<file path="config.mk">
export PLATFORM = sky130hd
export DESIGN_NAME = wprot_seq
export DESIGN_NICKNAME = d
export VERILOG_FILES = /design/src/rtl/wprot_pkg.sv /design/src/rtl/wprot_cmd_match.sv /design/src/rtl/wprot_gate.sv /design/src/rtl/wprot_seq.sv
export SDC_FILE = /design/constraint.sdc
export NUM_CORES = 1
export LEC_CHECK = 0
export CORE_MARGIN = 2
export CORE_UTILIZATION = 33
export DETAILED_ROUTE_END_ITERATION = 10
export GPL_TIMING_DRIVEN = 0
export PLACE_DENSITY = 0.67
export SLEW_MARGIN = 20
export SYNTH_ARGS = -nofsm -noshare
export SYNTH_HDL_FRONTEND = slang
export SYNTH_SLANG_ARGS = --single-unit
</file>
<file path="constraint.sdc">
create_clock -name clk -period 2.9 [get_ports clk]
set_input_delay 0.435 -clock clk [delete_from_list [all_inputs] [get_ports clk]]
set_output_delay 0.435 -clock clk [all_outputs]
set_load 0.1 [all_outputs]
</file>
<file path="src/rtl/wprot_pkg.sv">
package wprot_pkg;
  typedef enum logic [2:0] {
    MS_IDLE = 3'd0,
    MS_A1   = 3'd1,
    MS_A2   = 3'd2,
    MS_D3   = 3'd3,
    MS_D4   = 3'd4,
    MS_D5   = 3'd5
  } mstate_t;

  localparam logic [15:0] MATCH_MASK = 16'h7FFF;
  localparam logic [15:0] KEY_ADDR_H = 16'h5555;
  localparam logic [15:0] KEY_ADDR_L = 16'h2AAA;
  localparam logic [7:0]  OP_OPEN1   = 8'hAA;
  localparam logic [7:0]  OP_OPEN2   = 8'h55;
  localparam logic [7:0]  OP_LOCK    = 8'hA0;
  localparam logic [7:0]  OP_BRANCH  = 8'h80;
  localparam logic [7:0]  OP_CLEAR   = 8'h20;

  function automatic logic addr_is(input logic [15:0] a, input logic [15:0] key);
    return (a & MATCH_MASK) == (key & MATCH_MASK);
  endfunction

  function automatic logic step_fits(input mstate_t s, input logic [15:0] a,
                                     input logic [7:0] d);
    case (s)
      MS_IDLE, MS_D3: return addr_is(a, KEY_ADDR_H) && d == OP_OPEN1;
      MS_A1,   MS_D4: return addr_is(a, KEY_ADDR_L) && d == OP_OPEN2;
      MS_A2:          return addr_is(a, KEY_ADDR_H) && d == OP_BRANCH;
      MS_D5:          return addr_is(a, KEY_ADDR_H) && d == OP_CLEAR;
      default:        return 1'b0;
    endcase
  endfunction
endpackage

</file>
<file path="src/rtl/wprot_cmd_match.sv">
module wprot_cmd_match
  import wprot_pkg::*;
(
  input  logic        clk,
  input  logic        rst_n,
  input  logic        wr_evt,
  input  logic [15:0] wr_addr,
  input  logic [7:0]  wr_data,
  output logic        cmd_hit,
  output logic        en_done,
  output logic        dis_done
);
  mstate_t st_q, st_d;

  always_comb begin
    st_d     = st_q;
    cmd_hit  = 1'b0;
    en_done  = 1'b0;
    dis_done = 1'b0;
    if (wr_evt) begin
      if (st_q == MS_A2 && addr_is(wr_addr, KEY_ADDR_H) && wr_data == OP_LOCK) begin
        cmd_hit = 1'b1;
        en_done = 1'b1;
        st_d    = MS_IDLE;
      end else if (step_fits(st_q, wr_addr, wr_data)) begin
        cmd_hit = 1'b1;
        if (st_q == MS_D5) begin
          dis_done = 1'b1;
          st_d     = MS_IDLE;
        end else begin
          st_d = mstate_t'(st_q + 3'd1);
        end
      end else if (step_fits(MS_IDLE, wr_addr, wr_data)) begin
        cmd_hit = 1'b1;
        st_d    = MS_A1;
      end else begin
        st_d = MS_IDLE;
      end
    end
  end

  always_ff @(posedge clk) begin
    if (!rst_n) st_q <= MS_IDLE;
    else        st_q <= st_d;
  end
endmodule

</file>
<file path="src/rtl/wprot_gate.sv">
module wprot_gate (
  input  logic clk,
  input  logic rst_n,
  input  logic wr_evt,
  input  logic cmd_hit,
  input  logic en_done,
  input  logic dis_done,
  input  logic page_done,
  output logic prot_on,
  output logic win_open,
  output logic wr_allow,
  output logic cmd_suppress
);
  logic prot_q, win_q;

  always_ff @(posedge clk) begin
    if (!rst_n) begin
      prot_q <= 1'b0;
      win_q  <= 1'b0;
    end else if (en_done) begin
      prot_q <= 1'b1;
      win_q  <= 1'b1;
    end else if (dis_done) begin
      prot_q <= 1'b0;
      win_q  <= 1'b0;
    end else if (page_done) begin
      win_q  <= 1'b0;
    end
  end

  assign prot_on      = prot_q;
  assign win_open     = win_q;
  assign cmd_suppress = wr_evt & cmd_hit;
  assign wr_allow     = wr_evt & ~cmd_hit & (~prot_q | win_q);
endmodule

</file>
<file path="src/rtl/wprot_seq.sv">
module wprot_seq (
  input  logic        clk,
  input  logic        rst_n,
  input  logic        wr_evt,
  input  logic [15:0] wr_addr,
  input  logic [7:0]  wr_data,
  input  logic        page_done,
  output logic        prot_on,
  output logic        wr_allow,
  output logic        cmd_suppress
);
  logic cmd_hit, en_done, dis_done, win_open;

  wprot_cmd_match u_match (
    .clk(clk), .rst_n(rst_n), .wr_evt(wr_evt), .wr_addr(wr_addr),
    .wr_data(wr_data), .cmd_hit(cmd_hit), .en_done(en_done), .dis_done(dis_done)
  );

  wprot_gate u_gate (
    .clk(clk), .rst_n(rst_n), .wr_evt(wr_evt), .cmd_hit(cmd_hit),
    .en_done(en_done), .dis_done(dis_done), .page_done(page_done),
    .prot_on(prot_on), .win_open(win_open), .wr_allow(wr_allow),
    .cmd_suppress(cmd_suppress)
  );
endmodule

</file>
Word-level counts from Yosys, hierarchy flattened
Cells that the tools add are included.
- muxes and demuxes: 25
- shift-type cells: 0
- div/mod/pow operators: 0
- eq/ne operators: 12
- reductions and logical operators: 11
- bitwise operators: 6
- order comparisons: 0
- $mul: 0
- add/subtract/negate cells: 1
- operators with widths (operator ; number):
    8-bit equality test, second input constant ; 3
    1-bit two-way mux ; 21
    15-bit by 14-bit equality test with 1-bit output, second input constant ; 1
    15-bit equality test, second input constant ; 1
    3-bit two-way mux ; 3
    8-bit by 6-bit equality test with 1-bit output, second input constant ; 1
    8-bit by 7-bit equality test with 1-bit output, second input constant ; 1
    3-bit by 2-bit equality test with 1-bit output, second input constant ; 2
    3-bit equality test, second input constant ; 2
    1-bit logical AND ; 6
    1-bit one-hot mux with 4 select lines ; 1
    2-bit OR reduction ; 2
    3-bit by 1-bit adder with 3-bit output, second input constant ; 1
    1-bit bitwise AND ; 3
    3-bit by 1-bit equality test with 1-bit output, second input constant ; 1
    3-bit zero test ; 1
    3-bit nonzero test ; 1
    1-bit inverter ; 2
    2-bit nonzero test ; 1
    1-bit OR ; 1
- word-level logic and storage cells: 58
- output and inout port bits: 3
- memory bits (writable): 0
- bits in read-only memories: 0
- memories: 0
- register bits: 5
- bits in latches: 0

Longest topological paths before layout
- word-level depth: 15
- gate-level depth with buffers: 7

By module
Synthesis repeated with hierarchy kept, for this count alone.
- cells, all modules: 73
- area total of the unflattened synthesis: 575.6 sq um
- modules (own cells, without submodules) (module ; cells an instance ; area each (sq um) ; times used):
    wprot_cmd_match ; 64 ; 476.7 ; 1
    wprot_gate ; 9 ; 98.8 ; 1

Worst setup path after synthesis
OpenSTA, ideal clock, no wires.
- path type: register to output
- start: register u_match.st_q[0]
- end: output wr_allow
- data required time: 2465 ps
- path slack: -86 ps
- arrival: 2551 ps
- stages on the path, launching flop included: 7
- cells stage by stage: dfxtp_1 buf_4 and4bb_1 mux2i_1 nor4b_4 a311o_2 nor2_1
- word-level cells in the longest chain between the ends: 11
- elaborated cells on any way between the ends: 19
- those cells by class: eq/ne (5); mux (6); bitwise (3); reduce/logical (5)
- RTL lines (element ; line ; text):
    start, declared ; wprot_cmd_match.sv:13 ; mstate_t st_q, st_d;
    start signal, assigned ; wprot_cmd_match.sv:44 ; else st_q <= st_d;
    3-bit by 1-bit equality test with 1-bit output (tied with other cells) ; wprot_pkg.sv:26 ; case (s)
    2-bit OR reduction ; wprot_pkg.sv:26 ;
    1-bit one-hot mux with 4 select lines ; wprot_pkg.sv:26 ;
    1-bit two-way mux ; wprot_cmd_match.sv:21 ; if (st_q == MS_A2 && addr_is(wr_addr, KEY_ADDR_H) && wr_data == OP_LOCK) begin
    1-bit two-way mux ; wprot_cmd_match.sv:20 ; if (wr_evt) begin
    1-bit two-way mux ; wprot_cmd_match.sv:25 ; end else if (step_fits(st_q, wr_addr, wr_data)) begin
    1-bit two-way mux * ; wprot_cmd_match.sv:21 ;
    1-bit two-way mux * ; wprot_cmd_match.sv:20 ;
    1-bit inverter * ; wprot_gate.sv:34 ; assign wr_allow = wr_evt & ~cmd_hit & (~prot_q | win_q);
    1-bit bitwise AND * (2 in series) ; wprot_gate.sv:34 ;
    end, declared ; wprot_seq.sv:9 ; output logic wr_allow,
Every way passes the cells marked *; elsewhere a longest branch is shown, timed or not. The select of a mux whose other input is x is not followed.

Final worst setup path
- start: input wr_data[7]
- end: output wr_allow
- word-level cells in the longest chain between the ends: 12
- elaborated cells on any way between the ends: 23
- those cells by class: eq/ne (5); mux (10); bitwise (3); reduce/logical (5)
- RTL lines (element ; line ; text):
    start, declared ; wprot_seq.sv:6 ; input logic [7:0] wr_data,
    8-bit equality test ; wprot_pkg.sv:27 ; MS_IDLE, MS_D3: return addr_is(a, KEY_ADDR_H) && d == OP_OPEN1;
    1-bit logical AND ; wprot_pkg.sv:27 ;
    1-bit two-way mux ; wprot_cmd_match.sv:25 ;
    1-bit two-way mux ; wprot_cmd_match.sv:21 ;
    1-bit two-way mux ; wprot_cmd_match.sv:20 ;
    1-bit two-way mux ; wprot_cmd_match.sv:33 ; end else if (step_fits(MS_IDLE, wr_addr, wr_data)) begin
    1-bit two-way mux ; wprot_cmd_match.sv:25 ;
    1-bit two-way mux * ; wprot_cmd_match.sv:21 ;
    1-bit two-way mux * ; wprot_cmd_match.sv:20 ;
    1-bit inverter * ; wprot_gate.sv:34 ;
    1-bit bitwise AND * (2 in series) ; wprot_gate.sv:34 ;
Marks and branches as above.

==> flow_metrics.py <==
metrics = {
    "cts": {
        "htree_levels": 1,
        "cts_sinks": 5,
        "clk_path_buf_depth": 2,
        "path_clk_slew_ns": 0.04,
        "cts_inserted_buffers": 3,
        "cts_tree": "done",
        "worstSkewPairLatency_ns": 0.24,
        "cts_root_buf": "clkbuf_4",
    },
    "logic_synthesis": {
        "avgSynthCellArea_um2": 8.80,
        "yosysUniqueCellTypes": 37,
        "ys_seq_area_frac": 0.172,
        "synth-async-reset-ratio": 0,
        "synth_top_area_frac": 0.172,
        "synth_seq_cells": 5,
        "ys.flop_type": "dfxtp_1",
        "syn-cell-area_um2": 581,
        "netlist.top_cell.by_area": "dfxtp_1",
        "synthesis.nets": 95,
        "ys_top_cells_by_area": "dfxtp_1 (17%), nor4bb_1 (8.6%), and4bb_1 (4.3%)",
        "syn_inst": 66,
        "synth_edf_count": 0,
        "yosys_warnings": 0,
        "netlist_top_cells_count": "dfxtp_1 (5), nor2_1 (5), nor4bb_1 (5)",
    },
    "die": {
        "die_area_um2": 2110,
        "die_w_um": 45.9,
        "initial_core_util": 0.344,
        "std_cell_rows": 15,
        "die_height_um": 45.9,
        "boundaryPins": 31,
        "coreArea_um2": 1690,
    },
    "layout": {
        "diodes": 0,
        "area_growth_pct": 61.4,
        "drive_above_1_share": 0.149,
        "regArea_um2": 100,
        "layout.nets": 131,
        "final_cell_area_um2": 937,
        "multi_input_area_um2": 477,
        "instances_no_fill": 118,
        "n_fill_cell": 161,
    },
    "power_and_ir_drop": {
        "power_switching_uw": 51.0,
        "internal_power_uw": 160,
        "peakVddDrop_mv": 0.269,
        "seqPwrFrac": 0.327,
        "power_frac_clock": 0.379,
        "switching_share": 0.241,
        "p_per_area_nw_per_um2": 225,
        "power_frac_comb": 0.294,
        "total_power_uw": 211,
        "power.leakage_uw": 0.000376,
    },
    "drt": {
        "wl_um": 1630,
        "drc": 0,
        "routedWlPerCell_um": 13.8,
        "postRouteAntennaNets": 0,
        "drt-initial-drc-count": 15,
        "vias": 666,
        "drt_pass1_iterations": 4,
        "drt-vias-per-instance": 5.64,
    },
    "place": {
        "place_area_um2": 895,
        "dp.final_hpwl_um": 1330,
        "place_inst": 112,
        "port_buffers": 29,
        "place.gp.congestion": 0.728,
    },
    "worst_setup_path": {
        "crit_path_end_kind": "primary output",
        "crit_path_max_fanout": 4,
        "cp.required_ns": 2.47,
        "r2r_setup_slack_ns": 1.06,
        "arrival_ns": 2.35,
        "reg2reg_to": "u_match.st_q[2]",
        "reg2reg_depth": 6,
        "r2r_start": "u_match.st_q[2]",
        "criticalPathCategory": "primary input to primary output",
        "start_kind": "primary input",
    },
    "status": {
        "status": "completed",
    },
    "timing": {
        "worstMarginPinSlew_ns": 0.964,
        "min_period_over_period": 0.962,
        "slew_viol_final": 0,
        "max_slew_margin": 0.356,
        "setup_viol": 0,
        "rsz0062_at_grt": "false",
        "skew_ns": 0.00118,
        "finalHoldViolCount": 0,
        "finalCriticalPeriod_ns": 2.79,
        "max_freq_mhz": 358,
    },
    "hold_path": {
        "hold_path_depth": 2,
        "hold_path_class": "register to register",
        "min_from": "u_gate.prot_on",
        "whs_endpoint": "u_gate.prot_on",
    },
    "global_route": {
        "grt_pass1_vias": 577,
        "grt_antenna_before_repair": 0,
        "grt_use_total": 0.175,
        "grt_overflow": 0,
        "grt_pass1_wl_um": 2620,
        "grt_start_max_net_pins": 11,
    },
    "flow_run": {
        "cap_violations": 0,
    },
}
==> through the flow <==
step / hold slack (ns) / setup TNS (ns) / setup WS (ns) / utilization
finish: 0.467 / 0 / 0.110 / 0.555
global route: 0.490 / 0 / 0.0347 / 0.555
CTS: 0.478 / 0 / 0.00454 / 0.541
detailed placement: 0.471 / -1.49 / -0.840 / 0.530
global placement: 0.458 / -1.47 / -0.836 / 0.530
floorplan: 0.452 / 0 / 0.255 / -
==> cells by family (layout without fill, tap and decap cells) <==
| group | after synthesis | count (layout) | synth area share |
|---|---|---|---|
| DFF | 5 | 5 | 0.172 |
| buffers and inverters | 3 | 38 | 0.0259 |
| AOI/OAI and AO/OA | 15 | 15 | 0.205 |
| adders and majority gates | 1 | 1 | 0.0215 |
| muxes | 2 | 2 | 0.0345 |
| and+or+nand+nor | 39 | 39 | 0.526 |
| xor gates and xnor gates | 1 | 1 | 0.0151 |
==> power by group through the flow <==
stage | clock network (uW) | registers [uW] | logic [uW]
2_1_floorplan | 0 | 70.2 | 16.0
3_3_place_gp | 0 | 70.2 | 60.7
3_5_place_dp | 0 | 70.2 | 61.1
4_1_cts | 83.2 | 69.0 | 60.7
5_1_grt | 90.1 | 68.9 | 65.9
6_report | 80.1 | 69.0 | 62.1
==> timing repair <==
item,4_1_cts,5_1_grt
pin swaps,0,1
gates resized for setup,11,1
setup endpoints to repair,2,2
buffers inserted,0,2
hold buffers,0,0
==> final cells by class <==
class / count / share of cell area
Buffer: 1 / 0.00801
Timing Repair Buffer: 31 / 0.318
Tap cell: 17 / 0.0227
Inverter: 2 / 0.00801
Clock buffer: 4 / 0.0280
Sequential cell: 5 / 0.107
Multi-Input combinational cell: 58 / 0.509
==> cells in the final DEF (no fill, tap or decap), types with 2 or more instances in the layout <==
master and count:
and4_1 2, mux2i_1 2, clkdlybuf4s50_1 27, o31ai_1 2
a21boi_1 2, buf_4 4, o311a_1 2, and2_1 2
nor2_1 4, nand2_1 3, nor4bb_1 5, inv_1 2
nand2b_1 3, nand4_1 2, o21ai_1 2, nor3_1 3
and4bb_1 2, clkbuf_4 3, dfxtp_1 5, nand3_1 2
==> sequential cells by signal, indices dropped and copies added, names as in the netlist <==
signal,cells
u_match.st_q,3
u_gate.prot_on,1
u_gate.win_open,1
==> how the worst max path moves through the flow <==
stage                      from           end  slack [ns]  cells past startpoint
finish               wr_data[7]      wr_allow        0.11                      7
global route         wr_addr[1]  cmd_suppress        0.03                      7
CTS                 wr_addr[11]  cmd_suppress       0.005                      7
detailed placement   wr_addr[1]  cmd_suppress       -0.84                      7
global placement     wr_addr[1]  cmd_suppress       -0.84                      7
floorplan            wr_addr[1]  cmd_suppress        0.25                      5
==> critical path, cell delays in order <==
cell	delay, ns
clkdlybuf4s50_1	0.46
and4bb_1	0.24
mux2i_1	0.25
nor4b_4	0.09
a311o_2	0.35
nor2_2	0.10
buf_2	0.42
==> per-layer routing <==
layer / part of all wire / track usage / wire [um] / up-vias
li1: - / - / - / 344
met1: 0.49 / 0.240 / 793 / 309
met2: 0.47 / 0.256 / 769 / 11
met3: 0.036 / 0.0714 / 59 / 2
met4: 0.0061 / 0.0343 / 10 / 0
met5: 0 / 0 / 0 / -
Note: power is estimated with default switching activity, not from simulation.
